File: src/rtl/ddr2_pwrup_pkg.sv
package ddr2_pwrup_pkg;

    // Steps of the power-up series, in issue order
    typedef enum logic [3:0] {
        STP_PWR_NOP    = 4'd0,
        STP_PRE_A      = 4'd1,
        STP_EMRS_DLL   = 4'd2,
        STP_MRS_DLLRST = 4'd3,
        STP_PRE_B      = 4'd4,
        STP_AREF       = 4'd5,
        STP_MRS_FINAL  = 4'd6,
        STP_OCD_DEF    = 4'd7,
        STP_OCD_EXIT   = 4'd8,
        STP_DONE       = 4'd9
    } step_e;

    // {cs_n, ras_n, cas_n, we_n}
    typedef enum logic [3:0] {
        CMD_MRS   = 4'b0000,
        CMD_REF   = 4'b0001,
        CMD_PRE   = 4'b0010,
        CMD_NOP   = 4'b0111,
        CMD_DESEL = 4'b1111
    } cmd_e;

endpackage

File: src/rtl/ddr2_step_plan.sv
// Per-step command, interval and successor selection.
module ddr2_step_plan
    import ddr2_pwrup_pkg::*;
#(
    parameter int T_STABLE  = 80000,
    parameter int T_RP      = 6,
    parameter int T_MRD     = 2,
    parameter int T_RFC     = 52,
    parameter int T_REF_GAP = 40000,
    parameter int CNT_W     = 17
) (
    input  step_e              step,
    input  logic               count_ok,
    input  logic               last_ref,
    output cmd_e               cmd,
    output logic [CNT_W-1:0]   gap_m1,
    output step_e              next_step
);

    localparam logic [CNT_W-1:0] G_STABLE = CNT_W'(T_STABLE - 1);
    localparam logic [CNT_W-1:0] G_RP     = CNT_W'(T_RP - 1);
    localparam logic [CNT_W-1:0] G_MRD    = CNT_W'(T_MRD - 1);
    localparam logic [CNT_W-1:0] G_RFC    = CNT_W'(T_RFC - 1);
    localparam logic [CNT_W-1:0] G_REF    = CNT_W'(T_REF_GAP - 1);

    always_comb begin
        cmd       = CMD_NOP;
        gap_m1    = '0;
        next_step = STP_DONE;
        case (step)
            STP_PWR_NOP: begin
                cmd       = CMD_NOP;
                gap_m1    = G_STABLE;
                next_step = STP_PRE_A;
            end
            STP_PRE_A: begin
                cmd       = CMD_PRE;
                gap_m1    = G_RP;
                next_step = count_ok ? STP_EMRS_DLL : STP_MRS_DLLRST;
            end
            STP_EMRS_DLL: begin
                cmd       = CMD_MRS;
                gap_m1    = G_MRD;
                next_step = STP_MRS_DLLRST;
            end
            STP_MRS_DLLRST: begin
                cmd       = CMD_MRS;
                gap_m1    = G_MRD;
                next_step = STP_PRE_B;
            end
            STP_PRE_B: begin
                cmd       = CMD_PRE;
                gap_m1    = G_RP;
                next_step = STP_AREF;
            end
            STP_AREF: begin
                cmd       = CMD_REF;
                gap_m1    = last_ref ? G_RFC : G_REF;
                next_step = last_ref ? STP_MRS_FINAL : STP_AREF;
            end
            STP_MRS_FINAL: begin
                cmd       = CMD_MRS;
                gap_m1    = G_MRD;
                next_step = count_ok ? STP_OCD_DEF : STP_DONE;
            end
            STP_OCD_DEF: begin
                cmd       = CMD_MRS;
                gap_m1    = G_MRD;
                next_step = STP_OCD_EXIT;
            end
            STP_OCD_EXIT: begin
                cmd       = CMD_MRS;
                gap_m1    = G_MRD;
                next_step = STP_DONE;
            end
            default: begin
                cmd       = CMD_NOP;
                gap_m1    = '0;
                next_step = STP_DONE;
            end
        endcase
    end

endmodule

File: src/rtl/ddr2_mode_word.sv
// Bank and address word for each step of the series.
module ddr2_mode_word
    import ddr2_pwrup_pkg::*;
#(
    parameter int ROW_W = 14,
    parameter int BA_W  = 3
) (
    input  step_e             step,
    input  logic [2:0]        cas_lat,
    input  logic              bl8_sel,
    input  logic [2:0]        wr_rec,
    input  logic              odt_75,
    output logic [BA_W-1:0]   ba,
    output logic [ROW_W-1:0]  addr
);

    logic [ROW_W-1:0] term_w;

    always_comb begin
        term_w = '0;
        if (odt_75) term_w[2] = 1'b1;
        else        term_w[6] = 1'b1;
    end

    always_comb begin
        ba   = '0;
        addr = '0;
        case (step)
            STP_PRE_A, STP_PRE_B: begin
                addr[10] = 1'b1;
            end
            STP_EMRS_DLL, STP_OCD_EXIT: begin
                ba[0] = 1'b1;
                addr  = term_w;
            end
            STP_OCD_DEF: begin
                ba[0]     = 1'b1;
                addr      = term_w;
                addr[9:7] = 3'b111;
            end
            STP_MRS_DLLRST: begin
                addr[8] = 1'b1;
            end
            STP_MRS_FINAL: begin
                addr[11:9] = wr_rec;
                addr[6:4]  = cas_lat;
                addr[3]    = 1'b1;
                addr[2:0]  = bl8_sel ? 3'b011 : 3'b010;
            end
            default: begin
                ba   = '0;
                addr = '0;
            end
        endcase
    end

endmodule

File: src/rtl/ddr2_pwrup_seq.sv
module ddr2_pwrup_seq
    import ddr2_pwrup_pkg::*;
#(
    parameter int ROW_W     = 14,
    parameter int BA_W      = 3,
    parameter int T_STABLE  = 80000,
    parameter int T_RP      = 6,
    parameter int T_MRD     = 2,
    parameter int T_RFC     = 52,
    parameter int T_REF_GAP = 40000,
    parameter int N_REF     = 8
) (
    input  logic              clk,
    input  logic              rst_n,
    input  logic              start,
    input  logic [1:0]        dimm_cnt,
    input  logic [2:0]        cas_lat,
    input  logic              bl8_sel,
    input  logic [2:0]        wr_rec,
    output logic              cke,
    output logic              cs_n,
    output logic              ras_n,
    output logic              cas_n,
    output logic              we_n,
    output logic [BA_W-1:0]   ba,
    output logic [ROW_W-1:0]  addr,
    output logic              init_done,
    output logic              error
);

    localparam int T_MAX_A = (T_STABLE > T_REF_GAP) ? T_STABLE : T_REF_GAP;
    localparam int T_MAX_B = (T_RFC > T_RP) ? T_RFC : T_RP;
    localparam int T_MAX   = (T_MAX_A > T_MAX_B) ? T_MAX_A : T_MAX_B;
    localparam int CNT_W   = $clog2(T_MAX + 1);
    localparam int REF_W   = (N_REF > 1) ? $clog2(N_REF) : 1;

    typedef struct packed {
        step_e             step;
        logic [CNT_W-1:0]  cnt;
        logic [REF_W-1:0]  ref_n;
        logic              cke;
        cmd_e              cmd;
        logic [BA_W-1:0]   ba;
        logic [ROW_W-1:0]  addr;
        logic              done;
        logic              err;
    } seq_s;

    localparam seq_s SEQ_RST = '{
        step:  STP_PWR_NOP,
        cnt:   '0,
        ref_n: '0,
        cke:   1'b0,
        cmd:   CMD_DESEL,
        ba:    '0,
        addr:  '0,
        done:  1'b0,
        err:   1'b0
    };

    seq_s q, d;

    logic              count_ok;
    logic              odt_75;
    logic              last_ref;
    cmd_e              pl_cmd;
    logic [CNT_W-1:0]  pl_gap_m1;
    step_e             pl_next;
    logic [BA_W-1:0]   wb_ba;
    logic [ROW_W-1:0]  wb_addr;

    assign count_ok = (dimm_cnt == 2'd1) || (dimm_cnt == 2'd2);
    assign odt_75   = (dimm_cnt == 2'd2);
    assign last_ref = (q.ref_n == REF_W'(N_REF - 1));

    ddr2_step_plan #(
        .T_STABLE  (T_STABLE),
        .T_RP      (T_RP),
        .T_MRD     (T_MRD),
        .T_RFC     (T_RFC),
        .T_REF_GAP (T_REF_GAP),
        .CNT_W     (CNT_W)
    ) u_plan (
        .step      (q.step),
        .count_ok  (count_ok),
        .last_ref  (last_ref),
        .cmd       (pl_cmd),
        .gap_m1    (pl_gap_m1),
        .next_step (pl_next)
    );

    ddr2_mode_word #(
        .ROW_W (ROW_W),
        .BA_W  (BA_W)
    ) u_word (
        .step    (q.step),
        .cas_lat (cas_lat),
        .bl8_sel (bl8_sel),
        .wr_rec  (wr_rec),
        .odt_75  (odt_75),
        .ba      (wb_ba),
        .addr    (wb_addr)
    );

    always_comb begin
        d      = q;
        d.cmd  = q.cke ? CMD_NOP : CMD_DESEL;
        d.ba   = '0;
        d.addr = '0;
        if (start) begin
            d = SEQ_RST;
        end else if (q.cnt != '0) begin
            d.cnt = q.cnt - 1'b1;
        end else if (q.step == STP_DONE) begin
            d.done = 1'b1;
        end else begin
            d.cke  = 1'b1;
            d.cmd  = pl_cmd;
            d.ba   = wb_ba;
            d.addr = wb_addr;
            d.cnt  = pl_gap_m1;
            d.step = pl_next;
            if (q.step == STP_PWR_NOP) d.err = !count_ok;
            if (q.step == STP_AREF)    d.ref_n = last_ref ? '0 : q.ref_n + 1'b1;
        end
    end

    always_ff @(posedge clk or negedge rst_n) begin
        if (!rst_n) q <= SEQ_RST;
        else        q <= d;
    end

    assign cke                        = q.cke;
    assign {cs_n, ras_n, cas_n, we_n} = q.cmd;
    assign ba                         = q.ba;
    assign addr                       = q.addr;
    assign init_done                  = q.done;
    assign error                      = q.err;

    // Interval tracker used by the assertions below
    logic             is_cmd;
    logic [CNT_W-1:0] since_q;
    logic             last_mode_q;

    assign is_cmd = (q.cmd == CMD_MRS) || (q.cmd == CMD_REF) || (q.cmd == CMD_PRE);

    always_ff @(posedge clk or negedge rst_n) begin
        if (!rst_n) begin
            since_q     <= '0;
            last_mode_q <= 1'b0;
        end else if (start) begin
            since_q     <= '0;
            last_mode_q <= 1'b0;
        end else if (is_cmd) begin
            since_q     <= CNT_W'(1);
            last_mode_q <= (q.cmd == CMD_MRS);
        end else if (since_q != '1) begin
            since_q     <= since_q + 1'b1;
        end
    end

    AST_PRE_A10: assert property (@(posedge clk) disable iff (!rst_n)
        (q.cmd == CMD_PRE) |-> (addr[10] && ba == '0));

    AST_MODE_GAP: assert property (@(posedge clk) disable iff (!rst_n)
        (is_cmd && last_mode_q) |-> (since_q >= CNT_W'(T_MRD)));

    AST_NO_EMRS_ON_ERR: assert property (@(posedge clk) disable iff (!rst_n)
        (error && q.cmd == CMD_MRS) |-> (ba != BA_W'(1)));

    AST_CMD_NEEDS_CKE: assert property (@(posedge clk) disable iff (!rst_n)
        (q.cmd != CMD_DESEL) |-> cke);

    AST_DONE_HOLD: assert property (@(posedge clk) disable iff (!rst_n)
        (init_done && !start) |=> init_done);

    AST_DONE_QUIET: assert property (@(posedge clk) disable iff (!rst_n)
        init_done |-> (q.cmd == CMD_NOP));

    AST_RESTART_CLEAR: assert property (@(posedge clk) disable iff (!rst_n)
        start |=> (!init_done && !error && !cke));

endmodule

File: config.mk
export PLATFORM = sky130hd
export DESIGN_NAME = ddr2_pwrup_seq
export DESIGN_NICKNAME = d
export VERILOG_FILES = /design/src/rtl/ddr2_pwrup_pkg.sv /design/src/rtl/ddr2_step_plan.sv /design/src/rtl/ddr2_mode_word.sv /design/src/rtl/ddr2_pwrup_seq.sv
export SDC_FILE = /design/constraint.sdc
export NUM_CORES = 1
export LEC_CHECK = 0
export BUFFER_PORTS_ARGS = -buffer_cell sky130_fd_sc_hd__buf_2
export CAP_MARGIN = 10
export CORE_ASPECT_RATIO = 1.2
export CORE_UTILIZATION = 38
export DETAILED_ROUTE_END_ITERATION = 12
export PLACE_DENSITY_LB_ADDON = 0.25
export SYNTH_ARGS = -nofsm -noshare
export SYNTH_HDL_FRONTEND = slang
export SYNTH_HIERARCHICAL = 1
export SYNTH_SLANG_ARGS = --single-unit
export TNS_END_PERCENT = 10
File: constraint.sdc
create_clock -name clk -period 6.82 [get_ports clk]
set_input_delay 1.364 -clock clk [delete_from_list [all_inputs] [get_ports clk]]
set_output_delay 1.364 -clock clk [all_outputs]
set_load 0.01 [all_outputs]
==> results of run 1 <==
## Yosys cell counts, types with 5 or more instances
| master | n | area, um^2 |
|---|---|---|
| dfrtp_1 | 44 | 1100 |
| buf_4 | 35 | 263 |
| a21oi_1 | 24 | 120 |
| and2_1 | 22 | 138 |
| nand2_1 | 16 | 60.1 |
| nor2_1 | 16 | 60.1 |
| nand3_1 | 10 | 50.1 |
| inv_1 | 8 | 30.0 |
| nand2b_1 | 7 | 43.8 |
| nor3_1 | 7 | 35.0 |
| nor4_1 | 6 | 37.5 |
| xnor2_1 | 6 | 52.6 |
| xor2_1 | 6 | 52.6 |
| clkbuf_1 | 5 | 18.8 |
## cells by family after synthesis
kind of cell	Yosys count	synth area share
adders and majority gates	4	0.0169
buffers and inverters	58	0.133
other	2	0.00253
and+or+nand+nor	122	0.258
xor gates and xnor gates	12	0.0354
AOI/OAI and AO/OA	56	0.140
muxes	2	0.00716
DFF	48	0.406
## worst min-delay path by stage
stage,from,cells past startpoint,slack [ns],end
2_1_floorplan,q[25],2,0.50,q[25]
3_3_place_gp,init_done,2,0.48,init_done
3_5_place_dp,init_done,2,0.50,init_done
4_1_cts,init_done,2,0.52,init_done
5_1_grt,q[26],2,0.56,q[26]
6_report,init_done,2,0.51,init_done
## stage by stage
stage / cell area (um^2) / setup slack (ns)
after global routing: 3070 / 4.10
after global placement: 2950 / 4.20
final: 3070 / 4.33
after CTS: 3070 / 4.33
after detailed placement: 2950 / 4.15
after floorplan: 3000 / 4.38
## report_power, final
part | switching (mW) | total [mW] | internal (mW)
clock network | 0.108 | 0.218 | 0.111
logic | 0.258 | 0.455 | 0.197
registers | 0.0772 | 0.416 | 0.339
total | 0.443 | 1.09 | 0.647
## per-layer routing
metal / vias up / global-route usage
met4: 0 / 0.0504
met1: 994 / 0.192
met3: 9 / 0.0352
met5: - / 0
met2: 47 / 0.250
li1: 1022 / -
## final cells by class
| class | count | area, um^2 |
|---|---|---|
| fill | 753 | 4340 |
| multi-input combinational | 205 | 1400 |
| sequential | 48 | 1210 |
| timing repair buffer | 38 | 198 |
| tap | 90 | 113 |
| clock buffer | 5 | 68.8 |
| clock inverter | 3 | 46.3 |
| inverter | 9 | 33.8 |
## sequential cells by signal, summed over array words and instances, names as in the netlist
register / flops
addr: 14
ba: 3
cas_n: 1
cke: 1
cs_n: 1
error: 1
init_done: 1
q: 24
ras_n: 1
we_n: 1
## worst max-delay path, stage by stage (launching register included)
cell and delay, ns:
dfrtp_1 0.86, nand4bb_1 0.90, nor2_1 0.36, a211oi_2 0.06, a211oi_2 0.22
==> results_dict.tcl, run 1 <==
set metrics [dict create \
    skew_ns 0.00627 \
    finalPower_mw 1.09 \
    syn_inst 304 \
    clock_sinks 48 \
    rr_worst_depth 4 \
    tns_ns 0 \
    ys_warn_count 6 \
    hold_class "flip-flop to flip-flop" \
    grt_pass1_wl_um 9510 \
    via_per_inst 5.21 \
    track_usage 0.152 \
    start_util 0.401 \
    synth_area_um2 2970 \
    timing.final.crit_share 0.366 \
    start_kind "flip-flop" \
    numCtsBuffers 5 \
    grt_antenna_before_repair 0 \
    grt_pass1_vias 1958 \
    yosysSeqAreaShare 0.406 \
    synth-seq-cells 48 \
    final_cell_mix "dfrtp_1 (44), buf_2 (35), a21oi_1 (24)" \
    crit_end "q[28]" \
    rr_startpoint "q[44]" \
    synthDistinctLibCells 68 \
    hold_buffers 0 \
    rrSetupSlack_ns 4.33 \
    dpl.cell_count 390 \
    gp_congestion 0.806 \
    critPathMaxFanout 24 \
    outcome "finished clean" \
    mostFrequentLayoutCell "dfrtp_1" \
    routed.top_layer "met4" \
    synth_edf_count 0 \
    drt_iter0_drc 90 \
    io_buffers 35 \
    die_h_um 98.8 \
    fmax_mhz 401 \
    avgSynthCellArea_um2 9.77 \
    async_flop_share 1.00 \
    antenna_left 0 \
    critical_path_arrival_ns 2.73 \
    wl_per_cell_um 13.9 \
    ios 36 \
    final_cells 398 \
    cts_root_buf "clkbuf_8" \
    critPathLaunch "q[44]" \
    first_pass_iters 4 \
    clock_latency_ns 0.31 \
    rows 34 \
    power_density_nw_per_um2 356 \
    drive_gt1_frac 0.263 \
    drv_cap 0 \
    cts_buffer_depth 2 \
    ys.flop_type "dfrtp_1" \
    whs_ns 0.511 \
    grt_max_degree 49 \
    crit_type "flip-flop to flip-flop" \
    htree_levels 2 \
    wl_met3_um 238 \
    setup_violations 0 \
    worstMarginPinSlew_ns 0.971 \
    diodes 0 \
    drv_slew 0 \
    slew_headroom 0.349 \
    post-route-drc-count 0 \
    m1WireLength_um 2410 \
    post_cts_buffers 0 \
    die-area_um2 8170 \
    syn_to_final_growth_pct 3.24 \
    cts_resized 0 \
    place_hpwl_um 3640 \
    rsz0062_at_grt "false" \
    finalWirelength_um 5530 \
    finalNetCount 323 \
    die_w_um 82.7 \
    timing_hold_violations_final 0 \
    vias 2072 \
    final_util 0.414 \
    r2r_end "q[28]" \
    p_leak_nw 1.40 \
    required_ns 7.05 \
    path_clk_slew_ns 0.10 \
    cts_tree "built" \
    core_um2 7400 \
    worstSetupEndpointType "flip-flop" \
    overflow 0 \
    route.met2.wl_um 2790 \
    peakVddDrop_v 0.000134 \
    period_minus_slack_ns 2.49 \
]
(Power assumes the default switching activity.)
==> run 2, diff against run 1 <==
- ABC_AREA: not set -> 1
- clock period: 6.82 -> 2.3 ns (I/O delays scaled with it)
==> run 2 against run 1 <==
Effect of this change: the flow now finishes with violations (design-rule violations); first-iteration DRC count up 14%; register-to-register slack lost 4.0 ns; clock-buffer cell count stayed put; final cell count up 36%; die area increased by 4.1%; design area increased by 7.6%; non-clock buffer count is 5 higher; synthesized cell count rose by 43%; largest power group unchanged.
==> results_dict.tcl, run 2 <==
set metrics [dict create \
    die_h_um 101 \
    yosys-top-cells-count "nand2_1 (122), nor2_1 (63), inv_1 (56), dfrtp_1 (44), buf_4 (35)" \
    synth_most_common_cell "nand2_1" \
    die_w_um 84.4 \
    vias 2468 \
    synth_top_family_by_area "simple AND/OR/NAND/NOR gates" \
    synth_compound_area_frac 0.0222 \
    skew_ns 0.00725 \
    worstMarginPinSlew_ns 0.566 \
    io_buffers 35 \
    synthDistinctLibCells 35 \
    gp_congestion 0.758 \
    largest_reg_flops 24 \
    first_pass_iters 8 \
    drive_gt1_frac 0.185 \
    numCtsBuffers 5 \
    die-area_um2 8510 \
    htree_levels 2 \
    wl_per_cell_um 11.4 \
    peakVddDrop_v 0.000292 \
    finalPower_mw 3.15 \
    drt_iter0_drc 103 \
    track_usage 0.162 \
    ys.flop_type "dfrtp_1" \
    power_density_nw_per_um2 955 \
    grt_pass1_wl_um 11000 \
    slowest_delay_ns 0.40 \
    async_flop_share 1.00 \
    post-route-drc-count 2 \
    ys_warn_count 6 \
    slew_headroom 0.623 \
    finalNetCount 463 \
    antenna_left 0 \
    hold_buffers 0 \
    critPathTopFamily "simple AND/OR/NAND/NOR gates" \
    clock_latency_ns 0.31 \
    p_leak_nw 1.83 \
    cp_cell_sequence "inv_1 -> ha_1 -> nand2_2 -> nor2_8 -> nand2_4 -> nor2_8 -> nand3_2 -> or2_1" \
    worstSetupEndpointType "flip-flop" \
    synth_xor_area_frac 0.0170 \
    crit_type "flip-flop to flip-flop" \
    place_hpwl_um 4490 \
    period_minus_slack_ns 2.00 \
    cpMostUsedCell "nor2_8" \
    synth_edf_count 0 \
    power_frac_seq 0.352 \
    syn_inst 435 \
    syn_to_final_growth_pct 6.59 \
    rows 35 \
    hold_class "primary input to asynchronous set/reset pin" \
    p_comb_frac 0.445 \
    timing.final.crit_share 0.868 \
    synth_top_area_cell "dfrtp_1" \
    synth-simple-area-share 0.378 \
    rsz0062_at_grt "false" \
    dpl.cell_count 532 \
    final_cells 540 \
    path_buf_inv 1 \
    drv_slew 0 \
    cts_buffer_depth 2 \
    synth_area_um2 3090 \
    timing_hold_violations_final 0 \
    synthAdderAreaFrac 0.0162 \
    muxShareOfSynthArea 0 \
    grt_pass1_vias 2455 \
    critPathMaxFanout 17 \
    clkPwrFrac 0.203 \
    mostFrequentLayoutCell "nand2_1" \
    start_kind "flip-flop" \
    drv_cap 0 \
    synth_top_area_frac 0.356 \
    tns_ns 0 \
    core_um2 7790 \
    grt_antenna_before_repair 0 \
    final_util 0.423 \
    setup_violations 0 \
    p_sw_mw 1.34 \
    cts_tree "built" \
    avgSynthCellArea_um2 7.11 \
    nFillCells 843 \
    diodes 0 \
    critical_path_arrival_ns 2.23 \
    fmax_mhz 501 \
    cts_root_buf "clkbuf_8" \
    overflow 0 \
    violations "design-rule violations" \
    regMostFlops "q" \
    path_clk_slew_ns 0.09 \
    outcome "finished, violations left" \
    cp_slowest_cell "dfrtp_1" \
    yosysSeqAreaShare 0.390 \
    final_cell_mix "nand2_1 (122), nor2_1 (63), inv_1 (56)" \
    required_ns 2.54 \
    via_per_inst 4.57 \
    clock_sinks 48 \
    synth.area.top_cells "dfrtp_1 (36%), nand2_1 (15%), buf_4 (8.5%)" \
    start_util 0.397 \
    intPower_mw 1.81 \
    finalWirelength_um 6140 \
    synth-seq-cells 48 \
    ios 36 \
    swShare 0.425 \
    grt_max_degree 49 \
]
==> run 2: logic make-up after synthesis <==
group / count (synthesis)
and+or+nand+nor: 258
other: 2
buffers and inverters: 107
xor gates and xnor gates: 6
DFF: 48
adders and majority gates: 4
AOI/OAI and AO/OA: 10
==> run 2: power groups by stage <==
stage	Sequential (mW)	Combinational, mW	Clock, mW
finish	1.11	1.40	0.640
global route	1.13	1.63	0.698
CTS	1.11	1.41	0.667
detailed placement	1.13	1.40	0
global placement	1.12	1.38	0
floorplan	1.13	1.18	0
==> run 2: repair_timing <==
| item | in CTS | in global routing |
|---|---|---|
| endpoints found under the setup margin | 0 | 1 |
| gates resized for setup | 0 | 1 |
| buffers inserted | 0 | 0 |
==> run 2: through the flow <==
step / hold slack [ns] / cell area, um^2 / worst slack [ns]
3_3_place_gp: 0.468 / 3180 / 0.269
3_5_place_dp: 0.463 / 3180 / 0.158
5_1_grt: 0.136 / 3300 / 0.111
6_report: 0.125 / 3300 / 0.303
4_1_cts: 0.136 / 3290 / 0.130
2_1_floorplan: 0.164 / 3120 / 0.639
==> run 2: path summary, 6_finish.rpt <==
check | start | to | slack (ns) | depth (start not counted)
hold reg to reg | error | error | 0.49 | 2
setup / recovery | q[27] | cas_n | 0.30 | 8
min in group clk | wr_rec[2] | addr[11] | 0.43 | 5
hold / removal | rst_n | addr[3] | 0.13 | 2
max in group asynchronous | rst_n | cs_n | 1.89 | 2
setup reg to reg | q[27] | cas_n | 0.30 | 8
==> run 2: layer usage <==
layer  GRT usage  share of wire
met2       0.298           0.50
met5           0              0
met1       0.195           0.46
met4      0.0522          0.013
met3      0.0221          0.021
==> run 2: area by class of cell <==
cell class / count / area, um^2 / share of cell area
multi-input combinational: 287 / 1380 / 0.419
clock inverter: 3 / 46.3 / 0.0140
clock buffer: 5 / 68.8 / 0.0209
timing repair buffer: 43 / 248 / 0.0751
sequential: 48 / 1210 / 0.366
inverter: 62 / 233 / 0.0706
tap: 92 / 115 / 0.0349
